<file path="src/rtl/stx_pkg.sv">
package stx_pkg;
    typedef enum logic [1:0] {
        ST_OPEN   = 2'd0,
        ST_CHECK  = 2'd1,
        ST_XFER_A = 2'd2,
        ST_XFER_B = 2'd3
    } stx_state_e;

    localparam int unsigned NCH   = 2;
    localparam int unsigned STS_W = 3;
endpackage

</file>
<file path="src/rtl/stx_frame_timer.sv">
module stx_frame_timer #(
    parameter int unsigned FRAME_LEN = 512
) (
    input  logic clk,
    input  logic rst_n,
    output logic frame_end
);
    localparam int unsigned CNT_W = $clog2(FRAME_LEN);

    logic [CNT_W-1:0] cnt_q;

    assign frame_end = (cnt_q == CNT_W'(FRAME_LEN - 1));

    always_ff @(posedge clk or negedge rst_n) begin
        if (!rst_n)         cnt_q <= '0;
        else if (frame_end) cnt_q <= '0;
        else                cnt_q <= cnt_q + 1'b1;
    end
endmodule

</file>
<file path="src/rtl/stx_channel.sv">
module stx_channel #(
    parameter int unsigned DATA_W = 8
) (
    input  logic              clk,
    input  logic              rst_n,
    input  logic              win_open,
    input  logic              close_evt,
    input  logic              frozen,
    input  logic              wr_stb,
    input  logic              rd_stb,
    input  logic [DATA_W-1:0] wdata,
    input  logic              load_en,
    input  logic [DATA_W-1:0] load_data,
    output logic [DATA_W-1:0] data_o,
    output logic [DATA_W-1:0] rd_o,
    output logic              acc_o
);
    logic [DATA_W-1:0] data_q, hold_q;
    logic              acc_q;

    always_ff @(posedge clk or negedge rst_n) begin
        if (!rst_n) begin
            data_q <= '0;
            hold_q <= '0;
            acc_q  <= 1'b0;
        end else begin
            if (load_en)                data_q <= load_data;
            else if (win_open && wr_stb) data_q <= wdata;
            if (!frozen) hold_q <= data_q;
            if (close_evt)                          acc_q <= 1'b0;
            else if (win_open && (wr_stb || rd_stb)) acc_q <= 1'b1;
        end
    end

    assign data_o = data_q;
    assign rd_o   = frozen ? hold_q : data_q;
    assign acc_o  = acc_q;


    closed_wr_ignore_chk: assert property (@(posedge clk) disable iff (!rst_n)
        (!win_open && !load_en) |=> $stable(data_q));
endmodule

</file>
<file path="src/rtl/stx_irq_status.sv">
module stx_irq_status #(
    parameter int unsigned STS_W = 3
) (
    input  logic             clk,
    input  logic             rst_n,
    input  logic [STS_W-1:0] set_i,
    input  logic             clr_i,
    input  logic [STS_W-1:0] mask_i,
    output logic [STS_W-1:0] sts_o,
    output logic             irq_o
);
    logic [STS_W-1:0] sts_q;

    always_ff @(posedge clk or negedge rst_n) begin
        if (!rst_n) sts_q <= '0;
        else        sts_q <= (clr_i ? '0 : sts_q) | set_i;
    end

    assign sts_o = sts_q;
    assign irq_o = |(sts_q & ~mask_i);


    sts_clear_chk: assert property (@(posedge clk) disable iff (!rst_n)
        (clr_i && (set_i == '0)) |=> (sts_q == '0));


    sts_sticky_chk: assert property (@(posedge clk) disable iff (!rst_n)
        (!clr_i) |=> ((sts_q & $past(sts_q)) == $past(sts_q)));
endmodule

</file>
<file path="src/rtl/stx_sync_xfer.sv">
module stx_sync_xfer
    import stx_pkg::*;
#(
    parameter int unsigned FRAME_LEN = 512,
    parameter int unsigned SLOT_CYC  = 16,
    parameter int unsigned ADDR_W    = 9,
    parameter int unsigned DATA_W    = 8
) (
    input  logic              clk,
    input  logic              rst_n,
    input  logic [1:0]        ch_en,
    input  logic [ADDR_W-1:0] src_a,
    input  logic [ADDR_W-1:0] dst_a,
    input  logic [ADDR_W-1:0] src_b,
    input  logic [ADDR_W-1:0] dst_b,
    input  logic              cpu_sel,
    input  logic              cpu_wr,
    input  logic              cpu_rd,
    input  logic [DATA_W-1:0] cpu_wdata,
    output logic [DATA_W-1:0] cpu_rdata,
    input  logic              sts_clr,
    input  logic [2:0]        irq_mask,
    output logic [2:0]        sts_o,
    output logic              irq_o,
    output logic              win_open,
    output logic [ADDR_W-1:0] mem_addr,
    output logic              mem_re,
    output logic              mem_we,
    output logic [DATA_W-1:0] mem_wdata,
    input  logic [DATA_W-1:0] mem_rdata
);
    localparam int unsigned SLOT_W = $clog2(SLOT_CYC);

    stx_state_e        state_q, state_d;
    logic [SLOT_W-1:0] slot_q;
    logic [NCH-1:0]    en_q, acc_w, wr_stb, rd_stb, load_en;
    logic [ADDR_W-1:0] src_q [NCH];
    logic [ADDR_W-1:0] dst_q [NCH];
    logic [DATA_W-1:0] data_w [NCH];
    logic [DATA_W-1:0] rd_w [NCH];
    logic              frame_end, in_xfer, slot_last, ch_idx, close_evt;
    logic [STS_W-1:0]  sts_set;

    stx_frame_timer #(.FRAME_LEN(FRAME_LEN)) u_timer (
        .clk(clk), .rst_n(rst_n), .frame_end(frame_end)
    );

    // state register
    always_ff @(posedge clk or negedge rst_n) begin
        if (!rst_n) state_q <= ST_OPEN;
        else        state_q <= state_d;
    end

    // next-state logic
    always_comb begin
        state_d = state_q;
        unique case (state_q)
            ST_OPEN:   if (frame_end) state_d = ST_CHECK;
            ST_CHECK:  state_d = ch_en[0] ? ST_XFER_A : (ch_en[1] ? ST_XFER_B : ST_OPEN);
            ST_XFER_A: if (slot_last) state_d = en_q[1] ? ST_XFER_B : ST_OPEN;
            ST_XFER_B: if (slot_last) state_d = ST_OPEN;
            default:   state_d = ST_OPEN;
        endcase
    end

    // slot counter and configuration snapshot
    always_ff @(posedge clk or negedge rst_n) begin
        if (!rst_n) begin
            slot_q <= '0;
            en_q   <= '0;
            for (int i = 0; i < NCH; i++) begin
                src_q[i] <= '0;
                dst_q[i] <= '0;
            end
        end else begin
            if (in_xfer && !slot_last) slot_q <= slot_q + 1'b1;
            else                       slot_q <= '0;
            if (close_evt) begin
                en_q     <= ch_en;
                src_q[0] <= src_a;
                dst_q[0] <= dst_a;
                src_q[1] <= src_b;
                dst_q[1] <= dst_b;
            end
        end
    end

    // outputs of the state machine
    always_comb begin
        win_open  = (state_q == ST_OPEN);
        close_evt = (state_q == ST_CHECK);
        in_xfer   = (state_q == ST_XFER_A) || (state_q == ST_XFER_B);
        ch_idx    = (state_q == ST_XFER_B);
        slot_last = (slot_q == SLOT_W'(SLOT_CYC - 1));
        mem_re    = in_xfer && (slot_q == '0);
        mem_we    = in_xfer && (slot_q == SLOT_W'(1));
        mem_addr  = mem_re ? src_q[ch_idx] : dst_q[ch_idx];
        mem_wdata = data_w[ch_idx];
        sts_set[0]   = (state_q != ST_OPEN) && (state_d == ST_OPEN);
        sts_set[2:1] = close_evt ? (ch_en & ~acc_w) : 2'b00;
    end

    for (genvar i = 0; i < NCH; i++) begin : g_ch
        assign wr_stb[i]  = cpu_wr && (cpu_sel == 1'(i));
        assign rd_stb[i]  = cpu_rd && (cpu_sel == 1'(i));
        assign load_en[i] = mem_we && (ch_idx == 1'(i));

        stx_channel #(.DATA_W(DATA_W)) u_ch (
            .clk(clk), .rst_n(rst_n), .win_open(win_open), .close_evt(close_evt),
            .frozen(in_xfer), .wr_stb(wr_stb[i]), .rd_stb(rd_stb[i]), .wdata(cpu_wdata),
            .load_en(load_en[i]), .load_data(mem_rdata), .data_o(data_w[i]),
            .rd_o(rd_w[i]), .acc_o(acc_w[i])
        );
    end

    assign cpu_rdata = rd_w[cpu_sel];

    stx_irq_status #(.STS_W(STS_W)) u_irq (
        .clk(clk), .rst_n(rst_n), .set_i(sts_set), .clr_i(sts_clr),
        .mask_i(irq_mask), .sts_o(sts_o), .irq_o(irq_o)
    );


    wr_after_rd_chk: assert property (@(posedge clk) disable iff (!rst_n)
        mem_we |-> $past(mem_re));


    start_on_open_chk: assert property (@(posedge clk) disable iff (!rst_n)
        $rose(win_open) |-> sts_o[0]);


    ovf_dis_chk: assert property (@(posedge clk) disable iff (!rst_n)
        (close_evt && !ch_en[0]) |=> !$rose(sts_o[1]));


    xfer_b_en_chk: assert property (@(posedge clk) disable iff (!rst_n)
        (state_q == ST_XFER_B) |-> en_q[1]);
endmodule

</file>
<file path="config.mk">
export PLATFORM = sky130hd
export DESIGN_NAME = stx_sync_xfer
export DESIGN_NICKNAME = d
export VERILOG_FILES = /design/src/rtl/stx_pkg.sv /design/src/rtl/stx_frame_timer.sv /design/src/rtl/stx_channel.sv /design/src/rtl/stx_irq_status.sv /design/src/rtl/stx_sync_xfer.sv
export SDC_FILE = /design/constraint.sdc
export NUM_CORES = 1
export LEC_CHECK = 0
export BUFFER_PORTS_ARGS = -buffer_cell sky130_fd_sc_hd__buf_2
export CORE_MARGIN = 2
export CORE_UTILIZATION = 52
export DETAILED_ROUTE_END_ITERATION = 16
export PLACE_DENSITY_LB_ADDON = 0.2
export SLEW_MARGIN = 20
export SYNTH_ARGS = -nofsm -noshare
export SYNTH_HDL_FRONTEND = slang
export SYNTH_SLANG_ARGS = --single-unit
</file>
<file path="constraint.sdc">
create_clock -name clk -period 2.14 [get_ports clk]
set_clock_uncertainty 0.05 [all_clocks]
set_input_delay 0.214 -clock clk [delete_from_list [all_inputs] [get_ports clk]]
set_output_delay 0.214 -clock clk [all_outputs]
set_load 0.01 [all_outputs]
</file>
==> results list <==
- Counting flops with an async set or reset pin after synthesis yields a share of 1.00.
* Min-Delay Path Class: in -> reg
* Most common cell in the netlist: mux2_2
* Status: finished with violations
- TritonCTS created 9 clock buffers.
* H-Tree Level Count: 3
- The clock net in this run drives a total of 89 sinks.
* Quantity of I/O buffers inserted on ports: 94
- Synth top area share: 0.539
- Number of placed I/O pins: 95
- For this design the ratio of total power to cell area is approximately 630 mW/mm^2.
* Clock transition at path regs: approximately 90 ps
- For this run, the post-layout net count is between 400 and 500.
- In this run the clock root is driven by a clkbuf_8.
- Across all setup checks in the final design, the least slack found is -121 ps.
- The initial utilization of the core area, before any placement, comes to 0.535.
* Vias post-DR: 2787
- Die outline width: ~93 um
* Area of combinational cells with multiple inputs: between 0.0015 and 0.002 sq mm
* Worst flop-to-flop path startpoint: state_q[1]$_DFF_PN0_
* Critical path launch point: slot_q[1]$_DFF_PN0_
- Static leakage: roughly 2.5 nW
- Failing checks: negative setup slack
* Crit. End Element: output pin
* Final worst-path cycle share: 1.06
* Number of instances in the synthesized netlist: between 300 and 400
- Final setup violating endpoints: 9
- Critical path required time: 1880 ps
- Data arrives at the worst endpoint at approximately 2000 ps.
- Number of different library cells in the post-synthesis netlist: 33
- The biggest area contributor in the post-synthesis netlist is dfrtp_1.
- Starting DRT DRC Count: 59
- Of the cells placed in the final design, the portion with a size suffix greater than 1 is 0.576.
- Post-placement cell count: ~500
* Clock tree from TritonCTS: done
- The final hold violation count came to 0.
- Die area: a little under 0.009 sq mm
- Sequential cell area fraction in the yosys report: 0.539
- The repair_antennas step left the layout with diodes totalling 0.
- Crit Path Category: reg -> out
* Max IR drop VDD: roughly 0.38 mV
- After filler insertion, the fill cell instance count of the layout stands at between 500 and 600.
* Standard-cell rows: 32
- The signal on the critical path passes through inv_2, ha_4, and3_4, buf_12, mux4_2, buf_6.
- Dividing the synthesized area by the synthesized cell count gives ~14 sq um.
* First-pass GRT wire length: ~14 mm
* HPWL after detailed placement: a little over 6 mm
* Maximum number of pins on one net before global-route repair: between 40 and 50
* Initial DRT Pass Iterations: 4
- Clock latency on the worst-skew pair, taken at its later pin, is ~360 ps.
- Counting I/O delays and the setup requirement, the final critical path takes between 2000 and 2500 ps.
- The count of nets left with antenna violations once routing finished came out at 0.
* FF+latch area: around 0.0022 sq mm
* Main flop type after synthesis: dfrtp_1
* Vias per Instance: around 5.3
* Post-synthesis cell area: slightly above 0.004 sq mm
- The tool flagged a number of max-cap violations equal to 0.
- Capture point of the worst reg-to-reg path: g_ch[1].u_ch.data_o[4]$_DFFE_PN0P_
- Synth Warn #: 0
* Final routed wire length divided by cell count: ~17 um
* Slew at the pin with the worst max-slew slack: between 600 and 700 ps
- For this run, the top clock speed supported by timing is between 400 and 500 MHz.
* Hold_ws: about 24 ps
- After global routing the overflow that remains totals 0.
- Top cells by instance count after synthesis: mux2_2, dfrtp_1, nor2_1
- Top fanout value on the critical path: 5
- After floorplanning, the core was sized to cover 0.00773 sq mm.
* Die outline height: 93.2 um
- Register-to-Register Setup Slack: 110 ps
* Routed WL: 8.75 mm
- The most critical setup path has its endpoint at mem_addr[5].
- Leading cell types by total area after synthesis: dfrtp_1, mux2_2, mux4_2, nor2_1, ha_1
- In this run, synthesis inferred 0 flip-flops with an integrated enable.
- After the flow finishes, the layout carries non-filler instances totaling about 530.
- Post-route DRC: 0
- Relative to the synthesized area, the layout overhead comes to 25.8%.
* Worst-case headroom to the max-slew limit: 0.593
- Flop and latch count out of synthesis: 89
- Measured in cells, the most critical reg-to-reg path has a length of 6.
- The via count of the first global-routing pass came to 2810.
* Unrepaired setup endpoints after global routing: yes
- Overall track demand over capacity in global routing: 0.217
- Slowest stage cell on the critical path: mux4_2
- Max stage delay on crit path: approximately 520 ps
- Final-report max-slew violation count: 0
- Gpl congestion: around 0.72
* Worst Setup Start Kind: flip-flop
* Initial antenna violation count: 0
- The longest clock path from root to sink contains 2 buffers.
* Number of nets produced by synthesis: 374
## layout make-up
type,instances,area share
repair buffers,116,0.149
clock buffers,10,0.0245
flip-flops and latches,89,0.428
inverters,13,0.00938
clock inverters,6,0.00962
multi-input cells,191,0.355
well taps,102,0.0245
## worst min-delay path by stage
stage,from,endpoint,slack [ps],cells after the start
2_1_floorplan,rst_n,dst_q[0]$_DFFE_PN0P_,-130,0
3_3_place_gp,rst_n,src_q[2]$_DFFE_PN0P_,180,1
3_5_place_dp,rst_n,u_irq.sts_o[1]$_DFF_PN0_,180,1
4_1_cts,sts_clr,u_irq.sts_o[2]$_DFF_PN0_,5,2
5_1_grt,dst_a[5],dst_q[14]$_DFFE_PN0P_,10,2
6_report,sts_clr,u_irq.sts_o[2]$_DFF_PN0_,20,2
## logic make-up after synthesis
family / share of synthesized area
flops: 0.539
xor+xnor: 0.00848
compound gates: 0.0288
fa+ha+maj: 0.0151
buf+inv: 0.0297
mux: 0.308
simple gates: 0.0717
## sequential cells by signal, indices dropped and copies added, names as in the netlist
name and flops:
state_q 2, u_timer.cnt_q 9, src_q 18, g_ch.u_ch.hold_q 16
u_irq.sts_o 3, g_ch.u_ch.acc_o 2, dst_q 18, slot_q 4
en_q 1, g_ch.u_ch.data_o 16
## layer usage
metal,track usage,up-vias,share of wire
met5,0,-,0
met4,0.0809,0,0.013
met3,0.0330,10,0.039
met2,0.361,74,0.50
met1,0.291,1379,0.44
li1,-,1324,-
## what timing repair did
| item | 4_1_cts | 5_1_grt |
|---|---|---|
| pin swaps | 0 | 2 |
| buffers inserted | 5 | 3 |
| hold endpoints to repair | 36 | 0 |
| endpoints found under the setup margin | 11 | 33 |
| cloned | 2 | 0 |
| hold buffers | 1 | 0 |
| gates resized for setup | 11 | 13 |
## cell usage in the layout (no fill, tap or decap), drive strengths merged
cell,instances
buf,115
mux2,92
dfrtp,89
nor2,36
inv,14
mux4,10
clkbuf,10
a21oi,8
o21ai,5
ha,5
nand3,4
and3,4
nand4,3
or3,3
xnor2,3
nand2,3
clkinv,3
nor2b,2
o32ai,2
clkinvlp,2
a211oi,1
a311o,1
xor2,1
nand2b,1
o221ai,1
nor3,1
or4,1
nor4b,1
mux2i,1
nor4bb,1
o21ba,1
dlygate4sd3,1
## power by group
group	total [W]	internal [W]	switching (W)	leakage [nW]
registers	0.00181	0.00177	0.0000441	1.14
logic	0.000396	0.000218	0.000178	1.27
clock network	0.00105	0.000434	0.000616	0.0835
## worst max-delay path: cells and delay by family (launching register included)
kind	cells	cell delay, ps
multiplexers	1	520
flip-flops	1	400
adder cells (fa/ha/maj)	1	130
AND/OR/NAND/NOR	1	230
buffers and inverters	3	370
## per-stage QoR
step                      total power [W]  TNS [ps]  setup WS, ps  area (sq um)   util
after CTS                         0.00329      -965          -134          5150  0.666
after global routing              0.00343     -1540          -189          5200  0.673
final                             0.00326      -894          -121          5200  0.673
after detailed placement          0.00224         0           215          4830  0.625
after floorplan                   0.00204         0           378          4130      -
after global placement            0.00222         0           270          4830  0.625
Note: power is estimated with default switching activity, not from simulation.
